File: config.mk
export PLATFORM = sky130hd
export DESIGN_NAME = lcd_scan_engine
export DESIGN_NICKNAME = d
export VERILOG_FILES = /design/src/rtl/lcd_scan_pkg.sv /design/src/rtl/lcd_scan_timing.sv /design/src/rtl/lcd_scan_fetch.sv /design/src/rtl/lcd_scan_engine.sv
export SDC_FILE = /design/constraint.sdc
export NUM_CORES = 1
export LEC_CHECK = 0
export BUFFER_PORTS_ARGS = -buffer_cell sky130_fd_sc_hd__buf_2
export CAP_MARGIN = 40
export CORE_AREA = 4 4 172 300
export DETAILED_ROUTE_END_ITERATION = 6
export DIE_AREA = 0 0 176 304
export PLACE_DENSITY = 0.67
export SLEW_MARGIN = 20
export SYNTH_ARGS = -nofsm -noshare
export SYNTH_HDL_FRONTEND = slang
export SYNTH_SLANG_ARGS = --single-unit
export TNS_END_PERCENT = 100
File: constraint.sdc
create_clock -name clk -period 16.95 [get_ports clk]
set_input_delay 0.8475 -clock clk [delete_from_list [all_inputs] [get_ports clk]]
set_output_delay 0.8475 -clock clk [all_outputs]
set_load 0.05 [all_outputs]
File: src/rtl/lcd_scan_pkg.sv
package lcd_scan_pkg;
  // Strobes passed from timing control to the fetch datapath.
  typedef struct packed {
    logic frameStart;  // shadow load, fetch restart, FIFO flush
    logic pixStep;     // a pixel is emitted on this edge
    logic popReq;      // the emitted pixel lies in the active window
  } scanStrobe_t;
endpackage

File: src/rtl/lcd_scan_timing.sv
module lcd_scan_timing
  import lcd_scan_pkg::*;
#(
  parameter int CNT_W  = 10,
  parameter int ADDR_W = 16
) (
  input  logic              clk,
  input  logic              rstN,
  input  logic [CNT_W-1:0]  cfgHSync,
  input  logic [CNT_W-1:0]  cfgHBack,
  input  logic [CNT_W-1:0]  cfgHActive,
  input  logic [CNT_W-1:0]  cfgHFront,
  input  logic [CNT_W-1:0]  cfgVSync,
  input  logic [CNT_W-1:0]  cfgVBack,
  input  logic [CNT_W-1:0]  cfgVActive,
  input  logic [CNT_W-1:0]  cfgVFront,
  input  logic [ADDR_W-1:0] cfgBase,
  input  logic [2:0]        cfgPolarity,
  output scanStrobe_t       strobe,
  output logic [CNT_W-1:0]  shHActive,
  output logic [CNT_W-1:0]  shVActive,
  output logic [ADDR_W-1:0] shBase,
  output logic              hsyncOut,
  output logic              vsyncOut,
  output logic              denOut,
  output logic              pclkOut,
  output logic              lineDone
);
  localparam int TOT_W = CNT_W + 2;

  logic [CNT_W-1:0] shHS, shHB, shHF, shVS, shVB, shVF;
  logic [2:0]       shPol;
  logic [TOT_W-1:0] hCnt, vCnt;
  logic [TOT_W-1:0] hTot, vTot, hActLo, hActHi, vActLo, vActHi;
  logic             phase, started;
  logic             lastCol, lastRow, inActive, frameStart, pixStep;

  assign hActLo = TOT_W'(shHS) + TOT_W'(shHB);
  assign hActHi = hActLo + TOT_W'(shHActive);
  assign hTot   = hActHi + TOT_W'(shHF);
  assign vActLo = TOT_W'(shVS) + TOT_W'(shVB);
  assign vActHi = vActLo + TOT_W'(shVActive);
  assign vTot   = vActHi + TOT_W'(shVF);

  assign lastCol    = (hCnt == hTot - 1'b1);
  assign lastRow    = (vCnt == vTot - 1'b1);
  assign inActive   = (hCnt >= hActLo) && (hCnt < hActHi) &&
                      (vCnt >= vActLo) && (vCnt < vActHi);
  assign pixStep    = phase;
  assign frameStart = !started || (pixStep && lastCol && lastRow);

  assign strobe.frameStart = frameStart;
  assign strobe.pixStep    = pixStep;
  assign strobe.popReq     = pixStep && inActive;

  always_ff @(posedge clk) begin
    if (!rstN) begin
      phase <= 1'b0; started <= 1'b0; pclkOut <= 1'b0; lineDone <= 1'b0;
      hCnt <= '0; vCnt <= '0;
      hsyncOut <= 1'b0; vsyncOut <= 1'b0; denOut <= 1'b0;
      shHS <= '0; shHB <= '0; shHActive <= '0; shHF <= '0;
      shVS <= '0; shVB <= '0; shVActive <= '0; shVF <= '0;
      shBase <= '0; shPol <= '0;
    end else begin
      phase    <= ~phase;
      pclkOut  <= started & ~phase;
      lineDone <= pixStep & lastCol;
      if (frameStart) begin
        started <= 1'b1;
        shHS <= cfgHSync; shHB <= cfgHBack; shHActive <= cfgHActive; shHF <= cfgHFront;
        shVS <= cfgVSync; shVB <= cfgVBack; shVActive <= cfgVActive; shVF <= cfgVFront;
        shBase <= cfgBase; shPol <= cfgPolarity;
      end
      if (pixStep) begin
        hsyncOut <= (hCnt < TOT_W'(shHS)) ^ shPol[0];
        vsyncOut <= (vCnt < TOT_W'(shVS)) ^ shPol[1];
        denOut   <= inActive ^ shPol[2];
        if (lastCol) begin
          hCnt <= '0;
          vCnt <= lastRow ? '0 : vCnt + 1'b1;
        end else begin
          hCnt <= hCnt + 1'b1;
        end
      end
    end
  end


  line_pulse_chk: assert property (@(posedge clk) disable iff (!rstN)
    lineDone |=> !lineDone);

  pix_edge_chk: assert property (@(posedge clk) disable iff (!rstN)
    !$stable(denOut) |-> !pclkOut);

  shadow_hold_chk: assert property (@(posedge clk) disable iff (!rstN)
    !frameStart |=> ($stable(shHActive) && $stable(shBase) && $stable(shPol)));
endmodule

File: src/rtl/lcd_scan_fetch.sv
module lcd_scan_fetch
  import lcd_scan_pkg::*;
#(
  parameter int DATA_W     = 16,
  parameter int ADDR_W     = 16,
  parameter int CNT_W      = 10,
  parameter int FIFO_DEPTH = 16
) (
  input  logic              clk,
  input  logic              rstN,
  input  scanStrobe_t       strobe,
  input  logic [CNT_W-1:0]  shHActive,
  input  logic [CNT_W-1:0]  shVActive,
  input  logic [ADDR_W-1:0] shBase,
  input  logic              cpuWrEn,
  input  logic [ADDR_W-1:0] cpuAddr,
  input  logic [DATA_W-1:0] cpuData,
  output logic              memEn,
  output logic              memWe,
  output logic [ADDR_W-1:0] memAddr,
  output logic [DATA_W-1:0] memWData,
  input  logic [DATA_W-1:0] memRData,
  output logic [DATA_W-1:0] lcdData,
  output logic              underrun
);
  localparam int PTR_W  = (FIFO_DEPTH > 1) ? $clog2(FIFO_DEPTH) : 1;
  localparam int FILL_W = PTR_W + 2;

  logic [DATA_W-1:0] fifoMem [FIFO_DEPTH];
  logic [PTR_W-1:0]  wrPtr, rdPtr;
  logic [FILL_W-1:0] fill;
  logic [CNT_W-1:0]  fetchCol, fetchRow;
  logic [ADDR_W-1:0] fetchOff;
  logic              rdPending, fetchDone, room, fetchIssue, push, pop;

  function automatic logic [PTR_W-1:0] nextPtr(input logic [PTR_W-1:0] p);
    return (p == PTR_W'(FIFO_DEPTH - 1)) ? '0 : p + 1'b1;
  endfunction

  assign fetchDone  = (fetchRow >= shVActive);
  assign room       = (fill + FILL_W'(rdPending)) < FILL_W'(FIFO_DEPTH);
  assign fetchIssue = !cpuWrEn && !strobe.frameStart && !fetchDone && room;
  assign push       = rdPending;
  assign pop        = strobe.popReq && (fill != '0);

  assign memEn    = cpuWrEn | fetchIssue;
  assign memWe    = cpuWrEn;
  assign memAddr  = cpuWrEn ? cpuAddr : shBase + fetchOff;
  assign memWData = cpuData;

  always_ff @(posedge clk) begin
    if (push && !strobe.frameStart) fifoMem[wrPtr] <= memRData;
  end

  always_ff @(posedge clk) begin
    if (!rstN) begin
      wrPtr <= '0; rdPtr <= '0; fill <= '0; rdPending <= 1'b0;
      fetchCol <= '0; fetchRow <= '0; fetchOff <= '0;
      lcdData <= '0; underrun <= 1'b0;
    end else begin
      if (strobe.pixStep) lcdData <= pop ? fifoMem[rdPtr] : '0;
      if (strobe.popReq && fill == '0) underrun <= 1'b1;
      if (strobe.frameStart) begin
        wrPtr <= '0; rdPtr <= '0; fill <= '0; rdPending <= 1'b0;
        fetchCol <= '0; fetchRow <= '0; fetchOff <= '0;
      end else begin
        rdPending <= fetchIssue;
        if (push) wrPtr <= nextPtr(wrPtr);
        if (pop)  rdPtr <= nextPtr(rdPtr);
        fill <= fill + FILL_W'(push) - FILL_W'(pop);
        if (fetchIssue) begin
          fetchOff <= fetchOff + 1'b1;
          if (fetchCol == shHActive - 1'b1) begin
            fetchCol <= '0;
            fetchRow <= fetchRow + 1'b1;
          end else begin
            fetchCol <= fetchCol + 1'b1;
          end
        end
      end
    end
  end


  no_overflow_chk: assert property (@(posedge clk) disable iff (!rstN)
    push |-> (fill < FILL_W'(FIFO_DEPTH)));

  underrun_sticky_chk: assert property (@(posedge clk) disable iff (!rstN)
    underrun |=> underrun);

  cpu_priority_chk: assert property (@(posedge clk) disable iff (!rstN)
    cpuWrEn |=> !rdPending);
endmodule

File: src/rtl/lcd_scan_engine.sv
module lcd_scan_engine
  import lcd_scan_pkg::*;
#(
  parameter int DATA_W     = 16,
  parameter int ADDR_W     = 16,
  parameter int CNT_W      = 10,
  parameter int FIFO_DEPTH = 16
) (
  input  logic              clk,
  input  logic              rstN,
  input  logic [CNT_W-1:0]  cfgHSync,
  input  logic [CNT_W-1:0]  cfgHBack,
  input  logic [CNT_W-1:0]  cfgHActive,
  input  logic [CNT_W-1:0]  cfgHFront,
  input  logic [CNT_W-1:0]  cfgVSync,
  input  logic [CNT_W-1:0]  cfgVBack,
  input  logic [CNT_W-1:0]  cfgVActive,
  input  logic [CNT_W-1:0]  cfgVFront,
  input  logic [ADDR_W-1:0] cfgBase,
  input  logic [2:0]        cfgPolarity,
  input  logic              cpuWrEn,
  input  logic [ADDR_W-1:0] cpuAddr,
  input  logic [DATA_W-1:0] cpuData,
  output logic              memEn,
  output logic              memWe,
  output logic [ADDR_W-1:0] memAddr,
  output logic [DATA_W-1:0] memWData,
  input  logic [DATA_W-1:0] memRData,
  output logic [DATA_W-1:0] lcdData,
  output logic              lcdHsync,
  output logic              lcdVsync,
  output logic              lcdDen,
  output logic              lcdPclk,
  output logic              lineDone,
  output logic              underrun
);
  scanStrobe_t       strobe;
  logic [CNT_W-1:0]  shHActive, shVActive;
  logic [ADDR_W-1:0] shBase;

  lcd_scan_timing #(.CNT_W(CNT_W), .ADDR_W(ADDR_W)) u_timing (
    .clk(clk), .rstN(rstN),
    .cfgHSync(cfgHSync), .cfgHBack(cfgHBack), .cfgHActive(cfgHActive), .cfgHFront(cfgHFront),
    .cfgVSync(cfgVSync), .cfgVBack(cfgVBack), .cfgVActive(cfgVActive), .cfgVFront(cfgVFront),
    .cfgBase(cfgBase), .cfgPolarity(cfgPolarity),
    .strobe(strobe), .shHActive(shHActive), .shVActive(shVActive), .shBase(shBase),
    .hsyncOut(lcdHsync), .vsyncOut(lcdVsync), .denOut(lcdDen), .pclkOut(lcdPclk),
    .lineDone(lineDone)
  );

  lcd_scan_fetch #(.DATA_W(DATA_W), .ADDR_W(ADDR_W), .CNT_W(CNT_W),
                   .FIFO_DEPTH(FIFO_DEPTH)) u_fetch (
    .clk(clk), .rstN(rstN), .strobe(strobe),
    .shHActive(shHActive), .shVActive(shVActive), .shBase(shBase),
    .cpuWrEn(cpuWrEn), .cpuAddr(cpuAddr), .cpuData(cpuData),
    .memEn(memEn), .memWe(memWe), .memAddr(memAddr), .memWData(memWData),
    .memRData(memRData), .lcdData(lcdData), .underrun(underrun)
  );
endmodule

=== Word level (Yosys, flattened, before mapping) ===
Memory sizes are Yosys's and may differ from the RTL's. A register that Yosys moved wholly into a read port is not among the register bits.
Cells that the tools add are included.

* Output and inout port bits: 56
* Memories kept: 1
* Memory bits (writable): 256
* Logic and storage cells: 102
* Register bits: 198

{| class="wikitable"
|+ Memory list
! memory !! words !! bits a word !! rd ports !! clocked after Yosys merged registers in !! write ports !! line !! source
|-
| u_fetch.fifoMem || 16 || 16 || 1 || 1 || 1 || lcd_scan_fetch.sv:29 || <nowiki>logic [DATA_W-1:0] fifoMem [FIFO_DEPTH];</nowiki>
|}

* Add/subtract/negate cells: 19
* Multiplexer cells: 11
* Bitwise gates (word level): 8
* Eq/ne operators: 5
* Reduce and logical (&&, ||, !) cells: 22
* Order comparisons: 8

{| class="wikitable"
|+ Operators by type and width
! operator !! count
|-
| $add 12x10->12 || 4
|-
| $mux 16 || 2
|-
| $add 12x1->12 const B || 2
|-
| $eq 12x12->1 || 2
|-
| $ge 12x12->1 || 2
|-
| $lt 12x10->1 || 2
|-
| $lt 12x12->1 || 2
|-
| $mux 12 || 2
|-
| $sub 12x1->12 const B || 2
|-
| $add 10x10->11 || 2
|-
| $add 10x1->10 const B || 2
|-
| $add 16x1->16 const B || 1
|-
| $add 16x16->16 || 1
|-
| $mux 4 || 4
|-
| $logic_and 1x1->1 || 12
|-
| $eq 10x10->1 || 1
|-
| $ge 10x10->1 || 1
|-
| $mux 10 || 1
|-
| $sub 10x1->10 const B || 1
|-
| $add 4x1->4 const B || 2
|-
| $eq 4x4->1 const B || 2
|-
| $add 6x1->6 || 1
|-
| $logic_not 6->1 || 1
|-
| $lt 6x5->1 const B || 1
|-
| 11 further kinds || 20
|}

=== Longest topological paths before layout ===
* Word-level depth: 13
* Depth in mapped cells: 30
* Depth with buffers taken out: 28

=== By module ===
A second synthesis with hierarchy kept.

* Cell total of the unflattened synthesis: 2461
* Area total of the unflattened synthesis: 26138.8 µm²

{| class="wikitable"
|+ Modules (own cells, without submodules)
! module !! cells each !! area an instance (µm²) !! seq. area each (µm²) !! times used
|-
| lcd_scan_fetch || 991 || 14488.9 || 9128.8 || 1
|-
| lcd_scan_timing || 1470 || 11649.9 || 2602.5 || 1
|}

=== Worst setup path before layout ===
OpenSTA, ideal clock, no wires.

* Kind: reg2out
* Start point: reg u_timing.shHB[0]
* End point: out memEn
* Arrival time: 5378 ps
* Stages on the path, launching flop included: 23
* Setup slack: 10724 ps
* Cell sequence: dfxtp_1 > ha_1 > fa_1 > a211oi_1 > o21bai_1 > a21oi_1 > xnor2_1 > ha_1 > nor2_1 > or4b_4 > a41oi_2 > xor2_1 > ha_1 > xor2_1 > or3_1 > a21boi_0 > mux2i_1 > nor3_1 > nand4_4 > o211ai_4 > buf_6 > buf_6 > nand2_1

* Longest elaborated chain between the ends: 13

{| class="wikitable"
|+ Ends and longest elaborated chain
! what !! line !! source
|-
| start, declared || lcd_scan_timing.sv:31 || <nowiki>logic [CNT_W-1:0] shHS, shHB, shHF, shVS, shVB, shVF;</nowiki>
|-
| start signal, assigned || lcd_scan_timing.sv:70 || <nowiki>shHS <= cfgHSync; shHB <= cfgHBack; shHActive <= cfgHActive; shHF <= cfgHFront;</nowiki>
|-
| $add 10x10->11 || lcd_scan_timing.sv:38 || <nowiki>assign hActLo = TOT_W'(shHS) + TOT_W'(shHB);</nowiki>
|-
| $add 12x10->12 || lcd_scan_timing.sv:39 || <nowiki>assign hActHi = hActLo + TOT_W'(shHActive);</nowiki>
|-
| $add 12x10->12 || lcd_scan_timing.sv:40 || <nowiki>assign hTot = hActHi + TOT_W'(shHF);</nowiki>
|-
| $sub 12x1->12 || lcd_scan_timing.sv:45 || <nowiki>assign lastCol = (hCnt == hTot - 1'b1);</nowiki>
|-
| $eq 12x12->1 || lcd_scan_timing.sv:45 ||
|-
| $logic_and 1x1->1 (2 in a row) || lcd_scan_timing.sv:50 || <nowiki>assign frameStart = !started || (pixStep && lastCol && lastRow);</nowiki>
|-
| $logic_or 1x1->1 || lcd_scan_timing.sv:50 ||
|-
| $logic_not 1->1 || lcd_scan_fetch.sv:42 || <nowiki>assign fetchIssue = !cpuWrEn && !strobe.frameStart && !fetchDone && room;</nowiki>
|-
| $logic_and 1x1->1 (3 in a row) || lcd_scan_fetch.sv:42 ||
|-
| $or 1x1->1 || lcd_scan_fetch.sv:46 || <nowiki>assign memEn = cpuWrEn | fetchIssue;</nowiki>
|-
| end, declared || lcd_scan_engine.sv:24 || <nowiki>output logic memEn,</nowiki>
|}

Every way passes these cells.

=== Final worst setup path ===
* Start point: reg u_timing.shHS[0]
* End point: out memEn

* Longest elaborated chain between the ends: 13

{| class="wikitable"
|+ Ends and longest elaborated chain
! what !! line
|-
| start, declared || lcd_scan_timing.sv:31
|-
| start signal, assigned || lcd_scan_timing.sv:70
|-
| $add 10x10->11 || lcd_scan_timing.sv:38
|-
| $add 12x10->12 || lcd_scan_timing.sv:39
|-
| $add 12x10->12 || lcd_scan_timing.sv:40
|-
| $sub 12x1->12 || lcd_scan_timing.sv:45
|-
| $eq 12x12->1 || lcd_scan_timing.sv:45
|-
| $logic_and 1x1->1 (2 in a row) || lcd_scan_timing.sv:50
|-
| $logic_or 1x1->1 || lcd_scan_timing.sv:50
|-
| $logic_not 1->1 || lcd_scan_fetch.sv:42
|-
| $logic_and 1x1->1 (3 in a row) || lcd_scan_fetch.sv:42
|-
| $or 1x1->1 || lcd_scan_fetch.sv:46
|}

Every way passes these cells.

==> run_results.csv <==
group,metric,value,unit
drt,drtIter0Drc,846,
power,ir_drop,0.000104,V
finish,fillers,4200,
drt,wl_met2,32800,µm
global_routing,grt_pass1_vias,16800,
yosys,syn_inst,2011,
timing,rsz0062_at_grt,"no",
hold_path,hold_path_class,"flip-flop to flip-flop",
die,placementRows,108,
drt,routed_wl,58900,µm
clock_network,postCtsSetupBuffers,0,
yosys,synthSimpleGateAreaFrac,0.0966,
timing,setup_viol,0,
drt,wl_met3,2420,µm
critical_path,arrival,6.74,ns
critical_path,criticalPathCategory,"flip-flop to output pin",
die,start_util,0.486,
die,dieHeight,304,µm
finish,area_delta_synth_final,13.2,%
drt,antenna_left,0,
yosys,ys.flop_type,"edfxtp_1",
clock_network,cts.sinks,458,
global_routing,grt_overflow,0,
status,status,"completed",
power,cellPowerDensity,101,nW/µm²
finish,final_cells,2871,
die,dieArea,53500,µm²
clock_network,ctsLongestPathBuffers,3,
yosys,syn_area_per_cell,11.9,µm²
yosys,synth_edf_count,256,
placement,preCtsSetupSlack,9.46,ns
yosys,syn_area,23900,µm²
clock_network,cts_root_buffer,"clkbuf_16",
yosys,synth_top_family_by_area,"multiplexers",
clock_network,hold_buffers,0,
clock_network,cts_tree,"yes",
critical_path,r2r_end,"u_timing.shHB[8]",
yosys,synth_xor_area_frac,0.0549,
drt,routedWlPerCell,20.5,µm
drt,drc_errors,0,
critical_path,endpoint,"memEn",
critical_path,rr_worst_depth,26,
finish,nets,2511,
critical_path,worstSetupStartpoint,"u_timing.shHS[0]",
power,p_total,0.00274,W
yosys,ys_warn_count,0,
critical_path,regToRegStartpoint,"u_timing.shHS[0]",
timing,hold_violations,0,
drt,met1_length,21000,µm
clock_network,clk_pin_slew_worst_paths,0.06,ns
critical_path,rrSetupSlack,9.82,ns
yosys,async_flop_share,0,
clock_network,htreeDepth,2,
yosys,synthAdderAreaFrac,0.0984,
timing,slew_viol_final,0,
yosys,yosys.area.top_type_share,0.322,
timing,hold_ws,0.469,ns
drt,vias_per_cell,5.65,
yosys,synth_area_leaders,"edfxtp_1, dfxtp_1, ha_1",
timing,fmax,0.132,GHz
die,boundaryPins,206,
global_routing,grt_max_degree,64,
timing,clock_skew,0.0161,ns
job,maxCapViolCount,0,
finish,multi_input_area,11100,µm²
hold_path,hp-start,"u_fetch.lcdData[4]",
critical_path,end_kind,"output pin",
timing,slew_headroom,0.476,
global_routing,grt_use_total,0.217,
clock_network,clkLatencyLatePin,0.56,ns
finish,diodes,0,
drt,dr.max_layer_used,"met4",
placement,gp_congestion,0.924,
clock_network,ctsResizeCount,0,
hold_path,min_path_cells,1,
timing,fin_tns_setup,0,ns
timing,final.setup.worst_slack,9.37,ns
finish,regArea,11700,µm²
placement,portBuffers,173,
drt,dr.pass1.iters,5,
timing,tightestPinTransition,0.766,ns
die,core,49200,µm²
yosys,yosysMostFrequentCell,"edfxtp_1",
clock_network,numCtsBuffers,43,
timing,fin_crit,7.58,ns
yosys,synth_compound_area_frac,0.0942,
finish,layout-drive-gt1-share,0.177,
yosys,yosys.area.top_type,"edfxtp_1",
timing,finalCritPeriodShare,0.447,
drt,via_count,16200,
yosys,synth_common_cells,"edfxtp_1, dfxtp_1, nor2_1",
global_routing,grt_pass1_wl,91300,µm
critical_path,critPathRequiredTime,16.10,ns
yosys,synthDistinctLibCells,81,
critical_path,cp-start-kind,"flip-flop",
yosys,synth_seq_cells,458,
global_routing,antenna_found_initial,0,
yosys,seq_area_frac_synth,0.491,
die,die_x,176,µm
yosys,syn-num-nets,2344,
yosys,muxShareOfSynthArea,0.122,
placement,dp_hpwl,43800,µm
critical_path,crit_fanout,26,
power,leakagePower,10.6,nW
placement,numPlacedInstances,2792,
[cell usage in the layout (no fill, tap or decap), types with 24 or more instances in the layout]
cell type  count
edfxtp_1     256
a21oi_1       94
mux2i_1      107
buf_2        174
o21ai_0       65
or3_1         24
a21o_1        29
nand2_1       78
ha_1         176
dfxtp_1      199
nor3_1        33
clkbuf_16     43
inv_1        142
mux4_2        80
nand3_1       37
xor2_1        63
nor2_1       190
and3_1        25
xnor2_1       73
[cell families (layout without fill, tap and decap cells)]
logic type,count (synthesis),in the layout
adder cells (fa/ha/maj),184,184
XOR/XNOR,141,141
flip-flops,458,458
multiplexers,190,190
AO/OA/AOI/OAI,334,334
AND/OR/NAND/NOR,478,478
buffers and inverters,226,426
[final cells by class]
cell class / instances / share of cell area
well taps: 660 / 0.0305
flip-flops and latches: 458 / 0.434
repair buffers: 205 / 0.0487
clock inverters: 21 / 0.0113
clock buffers: 57 / 0.0443
inverters: 143 / 0.0199
multi-input cells: 1327 / 0.412
[registers in the layout, indices dropped and copies added (netlist names), 12 cells and up, named ones only]
| register | cells |
|---|---|
| u_fetch.lcdData | 16 |
| u_fetch.fetchOff | 16 |
| u_timing.shBase | 16 |
| u_timing.vCnt | 12 |
| u_timing.hCnt | 12 |
| u_fetch.fifoMem | 256 |
[per-stage QoR]
step	util	area, µm²
CTS	0.550	27000
global placement	0.513	25200
global route	0.550	27100
finish	0.550	27100
floorplan	-	23900
detailed placement	0.519	25500
[worst min path at each step]
stage                                to
global placement     u_fetch.lcdData[1]
CTS                 u_fetch.lcdData[15]
global route         u_fetch.lcdData[4]
finish               u_fetch.lcdData[4]
detailed placement  u_fetch.lcdData[15]
floorplan                     flip-flop
[power by group]
part	internal [W]	leakage (nW)	switching, W
Combinational	0.000215	5.94	0.000298
Sequential	0.00119	3.95	0.0000189
Clock	0.000596	0.737	0.000424
Total	0.00200	10.6	0.000741
[per-layer routing]
metal	vias to the layer above	global-route usage
li1	7725	-
met1	7947	0.230
met2	434	0.423
met3	122	0.0293
met4	0	0.0915
met5	-	0
[worst max-delay path: stages, from the launching register on]
cell      delay (ns)
dfxtp_1         0.33
ha_1            0.21
fa_1            0.43
a211oi_1        0.33
o21bai_1        0.12
a21oi_1         0.18
xnor2_1         0.22
ha_1            0.36
o21a_1          0.13
nor2_1          0.16
nor2_1          0.08
a31oi_1         0.20
xor2_1          0.35
xor2_1          0.12
ha_1            0.38
xor2_1          0.27
and3_1          0.20
mux2i_1         0.06
o311ai_0        0.13
nand3b_1        0.15
nor3_1          0.42
nand4_4         0.29
o211ai_4        0.66
nand2_1         0.13
buf_2           0.24
(Power assumes the default switching activity.)
